### src/rtl/clk_root_pkg.sv
package clk_root_pkg;
  localparam int ADDR_W = 5;

  localparam logic [ADDR_W-1:0] OFF_CMD = 5'h00;
  localparam logic [ADDR_W-1:0] OFF_CFG = 5'h04;
  localparam logic [ADDR_W-1:0] OFF_M   = 5'h08;
  localparam logic [ADDR_W-1:0] OFF_N   = 5'h0C;
  localparam logic [ADDR_W-1:0] OFF_D   = 5'h10;

  localparam int CMD_UPD      = 0;
  localparam int CMD_FORCE    = 1;
  localparam int CMD_DIRTY_LO = 4;
  localparam int CMD_ROOT_OFF = 31;

  localparam int CFG_SRC_LSB  = 8;
  localparam int CFG_SRC_W    = 3;
  localparam int CFG_MODE_LSB = 12;
  localparam int CFG_MODE_W   = 2;

  // dirty flag index, order fixed by command bit positions
  typedef enum logic [1:0] {FLD_CFG = 2'd0, FLD_N = 2'd1, FLD_M = 2'd2, FLD_D = 2'd3} fld_e;
endpackage

### src/rtl/clk_root_shadow_reg.sv
module clk_root_shadow_reg #(
  parameter int W = 8
) (
  input  logic         clk_i,
  input  logic         rst_ni,
  input  logic         wr_i,
  input  logic [W-1:0] wdata_i,
  input  logic         commit_i,
  output logic [W-1:0] shadow_o,
  output logic [W-1:0] active_o,
  output logic         dirty_o
);
  logic [W-1:0] act_nxt;
  logic         dirty_keep;

  assign act_nxt    = commit_i ? shadow_o : active_o;
  assign dirty_keep = commit_i ? 1'b0 : dirty_o;

  always_ff @(posedge clk_i or negedge rst_ni) begin
    if (!rst_ni) begin
      shadow_o <= '0;
      active_o <= '0;
      dirty_o  <= 1'b0;
    end else begin
      active_o <= act_nxt;
      if (wr_i) shadow_o <= wdata_i;
      // a write in the commit cycle is compared with the value being committed
      dirty_o <= wr_i ? (dirty_keep | (wdata_i != act_nxt)) : dirty_keep;
    end
  end
endmodule

### src/rtl/clk_root_commit_ctrl.sv
module clk_root_commit_ctrl #(
  parameter int COMMIT_CYC = 4
) (
  input  logic clk_i,
  input  logic rst_ni,
  input  logic start_i,
  output logic pend_o,
  output logic commit_o
);
  localparam int CNT_W = $clog2(COMMIT_CYC + 1);
  localparam logic [CNT_W-1:0] LAST = CNT_W'(COMMIT_CYC - 1);

  logic [CNT_W-1:0] cnt_q;

  assign commit_o = pend_o && (cnt_q == LAST);

  always_ff @(posedge clk_i or negedge rst_ni) begin
    if (!rst_ni) begin
      pend_o <= 1'b0;
      cnt_q  <= '0;
    end else if (!pend_o) begin
      if (start_i) begin
        pend_o <= 1'b1;
        cnt_q  <= '0;
      end
    end else if (commit_o) begin
      pend_o <= 1'b0;
    end else begin
      cnt_q <= cnt_q + 1'b1;
    end
  end
endmodule

### src/rtl/clk_root_sync2.sv
module clk_root_sync2 (
  input  logic clk_i,
  input  logic rst_ni,
  input  logic d_i,
  output logic q_o
);
  logic s1_q;

  always_ff @(posedge clk_i or negedge rst_ni) begin
    if (!rst_ni) begin
      s1_q <= 1'b0;
      q_o  <= 1'b0;
    end else begin
      s1_q <= d_i;
      q_o  <= s1_q;
    end
  end
endmodule

### src/rtl/clk_root_cfg_regs.sv
module clk_root_cfg_regs
  import clk_root_pkg::*;
#(
  parameter int HID_W      = 5,
  parameter int MND_W      = 8,
  parameter int COMMIT_CYC = 4
) (
  input  logic              clk_i,
  input  logic              rst_ni,
  input  logic              req_i,
  input  logic              we_i,
  input  logic [ADDR_W-1:0] addr_i,
  input  logic [31:0]       wdata_i,
  output logic [31:0]       rdata_o,
  input  logic              ext_en_i,
  output logic              root_on_o,
  output logic [HID_W-1:0]  act_div_o,
  output logic [2:0]        act_src_o,
  output logic [1:0]        act_mode_o,
  output logic [MND_W-1:0]  act_m_o,
  output logic [MND_W-1:0]  act_n_o,
  output logic [MND_W-1:0]  act_d_o
);
  // config is stored packed as {mode, src, div}
  localparam int CFG_W  = CFG_MODE_W + CFG_SRC_W + HID_W;
  localparam int N_MND  = 3;
  localparam logic [ADDR_W-1:0] MND_OFF [N_MND] = '{OFF_N, OFF_M, OFF_D};

  logic             bus_wr, bus_rd;
  logic             upd_pend, commit, upd_start;
  logic             force_en, root_req;
  logic [3:0]       dirty;
  logic             shadow_wr;
  logic [N_MND-1:0] mnd_wr;
  logic             cfg_wr;
  logic [CFG_W-1:0] cfg_wval, cfg_shadow, cfg_active;
  logic [MND_W-1:0] mnd_shadow [N_MND];
  logic [MND_W-1:0] mnd_active [N_MND];

  assign bus_wr = req_i && we_i;
  assign bus_rd = req_i && !we_i;

  assign upd_start = bus_wr && (addr_i == OFF_CMD) && wdata_i[CMD_UPD];

  always_ff @(posedge clk_i or negedge rst_ni) begin
    if (!rst_ni)                             force_en <= 1'b0;
    else if (bus_wr && (addr_i == OFF_CMD)) force_en <= wdata_i[CMD_FORCE];
  end

  clk_root_commit_ctrl #(.COMMIT_CYC(COMMIT_CYC)) u_commit (
    .clk_i    (clk_i),
    .rst_ni   (rst_ni),
    .start_i  (upd_start),
    .pend_o   (upd_pend),
    .commit_o (commit)
  );

  assign cfg_wr   = bus_wr && (addr_i == OFF_CFG);
  assign cfg_wval = {wdata_i[CFG_MODE_LSB +: CFG_MODE_W],
                     wdata_i[CFG_SRC_LSB +: CFG_SRC_W],
                     wdata_i[HID_W-1:0]};

  clk_root_shadow_reg #(.W(CFG_W)) u_cfg (
    .clk_i    (clk_i),
    .rst_ni   (rst_ni),
    .wr_i     (cfg_wr),
    .wdata_i  (cfg_wval),
    .commit_i (commit),
    .shadow_o (cfg_shadow),
    .active_o (cfg_active),
    .dirty_o  (dirty[FLD_CFG])
  );

  for (genvar g = 0; g < N_MND; g++) begin : g_mnd
    assign mnd_wr[g] = bus_wr && (addr_i == MND_OFF[g]);
    clk_root_shadow_reg #(.W(MND_W)) u_reg (
      .clk_i    (clk_i),
      .rst_ni   (rst_ni),
      .wr_i     (mnd_wr[g]),
      .wdata_i  (wdata_i[MND_W-1:0]),
      .commit_i (commit),
      .shadow_o (mnd_shadow[g]),
      .active_o (mnd_active[g]),
      .dirty_o  (dirty[g+1])
    );
  end

  assign shadow_wr = cfg_wr || (|mnd_wr);

  assign root_req = force_en || ext_en_i;

  clk_root_sync2 u_sync (
    .clk_i  (clk_i),
    .rst_ni (rst_ni),
    .d_i    (root_req),
    .q_o    (root_on_o)
  );

  assign act_div_o  = cfg_active[HID_W-1:0];
  assign act_src_o  = cfg_active[HID_W +: CFG_SRC_W];
  assign act_mode_o = cfg_active[HID_W+CFG_SRC_W +: CFG_MODE_W];
  assign act_n_o    = mnd_active[0];
  assign act_m_o    = mnd_active[1];
  assign act_d_o    = mnd_active[2];

  always_comb begin
    rdata_o = '0;
    if (bus_rd) begin
      case (addr_i)
        OFF_CMD: begin
          rdata_o[CMD_UPD]                 = upd_pend;
          rdata_o[CMD_FORCE]               = force_en;
          rdata_o[CMD_DIRTY_LO +: 4]       = dirty;
          rdata_o[CMD_ROOT_OFF]            = ~root_on_o;
        end
        OFF_CFG: begin
          rdata_o[HID_W-1:0]               = cfg_shadow[HID_W-1:0];
          rdata_o[CFG_SRC_LSB +: CFG_SRC_W]   = cfg_shadow[HID_W +: CFG_SRC_W];
          rdata_o[CFG_MODE_LSB +: CFG_MODE_W] = cfg_shadow[HID_W+CFG_SRC_W +: CFG_MODE_W];
        end
        OFF_N:   rdata_o[MND_W-1:0] = mnd_shadow[0];
        OFF_M:   rdata_o[MND_W-1:0] = mnd_shadow[1];
        OFF_D:   rdata_o[MND_W-1:0] = mnd_shadow[2];
        default: rdata_o = '0;
      endcase
    end
  end
endmodule

### config.mk
export PLATFORM = sky130hd
export DESIGN_NAME = clk_root_cfg_regs
export DESIGN_NICKNAME = d
export VERILOG_FILES = /design/src/rtl/clk_root_pkg.sv /design/src/rtl/clk_root_shadow_reg.sv /design/src/rtl/clk_root_commit_ctrl.sv /design/src/rtl/clk_root_sync2.sv /design/src/rtl/clk_root_cfg_regs.sv
export SDC_FILE = /design/constraint.sdc
export NUM_CORES = 1
export LEC_CHECK = 0
export CAP_MARGIN = 20
export CORE_MARGIN = 2
export CORE_UTILIZATION = 49
export CTS_CLUSTER_SIZE = 14
export DETAILED_ROUTE_END_ITERATION = 6
export PLACE_DENSITY = 0.88
export SLEW_MARGIN = 20
export SYNTH_ARGS = -nofsm -noshare
export SYNTH_HDL_FRONTEND = slang
export SYNTH_HIERARCHICAL = 1
export SYNTH_SLANG_ARGS = --single-unit
### constraint.sdc
create_clock -name clk_i -period 2.9 [get_ports clk_i]
set_input_delay 0.435 -clock clk_i [delete_from_list [all_inputs] [get_ports clk_i]]
set_output_delay 0.435 -clock clk_i [all_outputs]
set_load 0.005 [all_outputs]
==> impl_metrics.ini <==
[status]
status = finished, final reports clean

[drt]
ant_nets = 0
via_per_inst = 5.413
wl_met3_um = 475
drt_iter0_markers = 152
drc = 0
drt-total-wl_um = 9326
avgRoutedWirePerCell_um = 18.07
drt-met1-wl_um = 4234
wl_met2_um = 4433
firstDrtPassIters = 4
vias = 2793
maxUsedRoutingLayer = met4

[global_route]
grt_pass1_wl_um = 14970
grt_usage = 0.2192
antenna_found_initial = 0
grt_max_degree = 80
grt_pass1_vias = 2901
gr-total-overflow = 0

[synth]
yosys.cell_count.top_type = dfrtp_1
yosysWarnings = 6
synth_top_area_share = 0.4776
synth_commonest_cells = 79 x dfrtp_1, 32 x mux2_2, 28 x mux2_4, 24 x xnor2_1, 21 x buf_4
syn_inst = 319
dominantRegCellSynth = dfrtp_1
synth-seq-cells = 79
synth_cell_types = 43
yosysTopAreaCell = dfrtp_1
synth_edf_count = 0
synth.cell_area_sq_um = 4139
synth.area.top_cells = dfrtp_1 48%, mux2_4 10%, mux2_2 8.7%, xnor2_1 5.1%, buf_4 3.8%
async_flop_share = 1.000
ys_seq_area_frac = 0.4776
avgSynthCellArea_sq_um = 12.97

[timing]
worst_hold_slack_ns = 0.02884
max_slew_margin = 0.6516
slew_viol_final = 0
tightest_slew_ns = 0.5210
hold_viol_final = 0
finalSetupViolCount = 0
final.period_utilization = 0.9615
period_minus_slack_ns = 2.788
rsz0062_at_grt = false
setup_ws_ns = 0.1116
fmax_ghz = 0.3586
fin_setup_tns_ns = 0
finalClockSkew_ns = 0.01082

[clock_tree]
clockRootBuffer = clkbuf_8
clockBufferDepth = 2
worstSkewPairLatency_ns = 0.36
cts_buffers = 9
cts.reportedPaths.clkPinSlew_ns = 0.09
cts_tree = yes
cts_sinks = 79
htree_levels = 3

[final_layout]
postLayoutCoreUtil = 0.6348
drive_gt1_frac = 0.2676
num-nets-final = 450
nFillCells = 603
num_antenna_cells = 0
syn_to_final_growth_pct = 26.03

[flow_run]
max_cap_viol_count = 0

[pwr]
power_frac_seq = 0.453
comb_power_share = 0.274
leakage_uw = 0.002325
switching_power_uw = 914.8
clkPwrFrac = 0.273
power_density_nw_per_um2 = 618.4
swShare = 0.2836
intPower_uw = 2311
fin_total_pwr_uw = 3226
ir_drop_mv = 0.3223

[place]
preCtsSetupSlack_ns = -0.09500
dp_hpwl_um = 6550
finalWeightedCongestion = 0.8598
io_buffers = 71

[die]
num_rows = 33
start_util = 0.5037
die_h_um = 95.91
io_pins = 109
die_w_um = 95.91
die_area_sq_um = 9198
core_sq_um = 8217

[critical_path]
required_ns = 2.47
end_kind = output pin
cp_data_arrival_time_ns = 2.35
critical_path_class = primary input to output pin
critPathLaunchType = primary input
critical_path_peak_fanout = 9

[min_path]
min_path_type = primary input to async pin
## routing by layer
metal | global-route usage | up-vias
met5 | 0 | -
met4 | 0.09167 | 0
met3 | 0.03211 | 17
met2 | 0.3485 | 102
met1 | 0.3021 | 1415
li1 | - | 1259
## cells by family after synthesis
| kind of cell | synth area share |
|---|---|
| simple gates | 0.07800 |
| buf+inv | 0.06378 |
| compound gates | 0.04232 |
| fa+ha+maj | 0.006045 |
| mux | 0.2497 |
| xor+xnor | 0.08162 |
| other cells | 0.0009060 |
| flops | 0.4776 |
## path summary, 6_finish.rpt
check	end	startpoint	cells after the start	slack [ns]
min reg2reg	u_sync/q_o	u_sync/s1_q	0	0.36
min	g_mnd[2].u_reg/shadow_o[7]	rst_ni	1	0.03
max in group asynchronous	g_mnd[0].u_reg/active_o[0]	rst_ni	2	2.28
max reg2reg	g_mnd[0].u_reg/dirty_o	u_commit/cnt_q[0]	9	0.24
min in group clk_i	u_sync/q_o	u_sync/s1_q	0	0.36
max	rdata_o[4]	addr_i[3]	6	0.11
## power by group through the flow
stage                     Sequential [uW]  Clock [uW]  Combinational, uW
after detailed placement             1480           0                869
after CTS                            1460         892                887
after global routing                 1490         942                965
after floorplan                      1440           0                535
after global placement               1460           0                843
final                                1460         881                885
## layout by cell type (no fill, tap or decap), drive strengths merged, types with 8 or more instances in the layout
cell type and n:
buf 21, clkdlybuf4s50 64, xnor2 27, dfrtp 79, nor2 10, conb 18
clkbuf 12, o22a 8, xor2 9, mux2 70, mux2i 14
## through the flow
step | std cells | instance area [sq um]
global route | 516 | 5216
detailed placement | 498 | 4945
floorplan | 336 | 4203
global placement | 498 | 4945
finish | 516 | 5216
CTS | 515 | 5190
## sequential cells by signal, summed over array words and instances (netlist names)
name and count:
u_commit/cnt_q 3, u_commit/pend_o 1, u_cfg/shadow_o 10, g_mnd.u_reg/shadow_o 24, g_mnd.u_reg/active_o 24, force_en 1
u_cfg/dirty_o 1, g_mnd.u_reg/dirty_o 3, u_sync/q_o 1, u_sync/s1_q 1, u_cfg/active_o 10
## worst max-delay path, cell delays in order
cell             delay (ns)
dlygate4sd2_1          0.27
or4_1                  0.52
buf_4                  0.19
o22a_1                 0.23
a21oi_2                0.17
clkdlybuf4s50_1        0.53
## what timing repair did
item | CTS | global route
setup endpoints to repair | 12 | 11
gates resized for setup | 11 | 2
hold buffers | 0 | 0
pin swaps | 1 | 1
setup buffers | 1 | 0
## cell type report
class | instances | area (sq um) | area share
Multi-Input combinational cell | 220 | 1993 | 0.3821
Sequential cell | 79 | 1977 | 0.3790
Timing Repair Buffer | 91 | 879.6 | 0.1686
Clock buffer | 12 | 165.2 | 0.03166
Tap cell | 105 | 131.4 | 0.02519
Clock inverter | 4 | 51.30 | 0.009834
Inverter | 5 | 18.77 | 0.003598
Power figures use the tool's default switching activity.
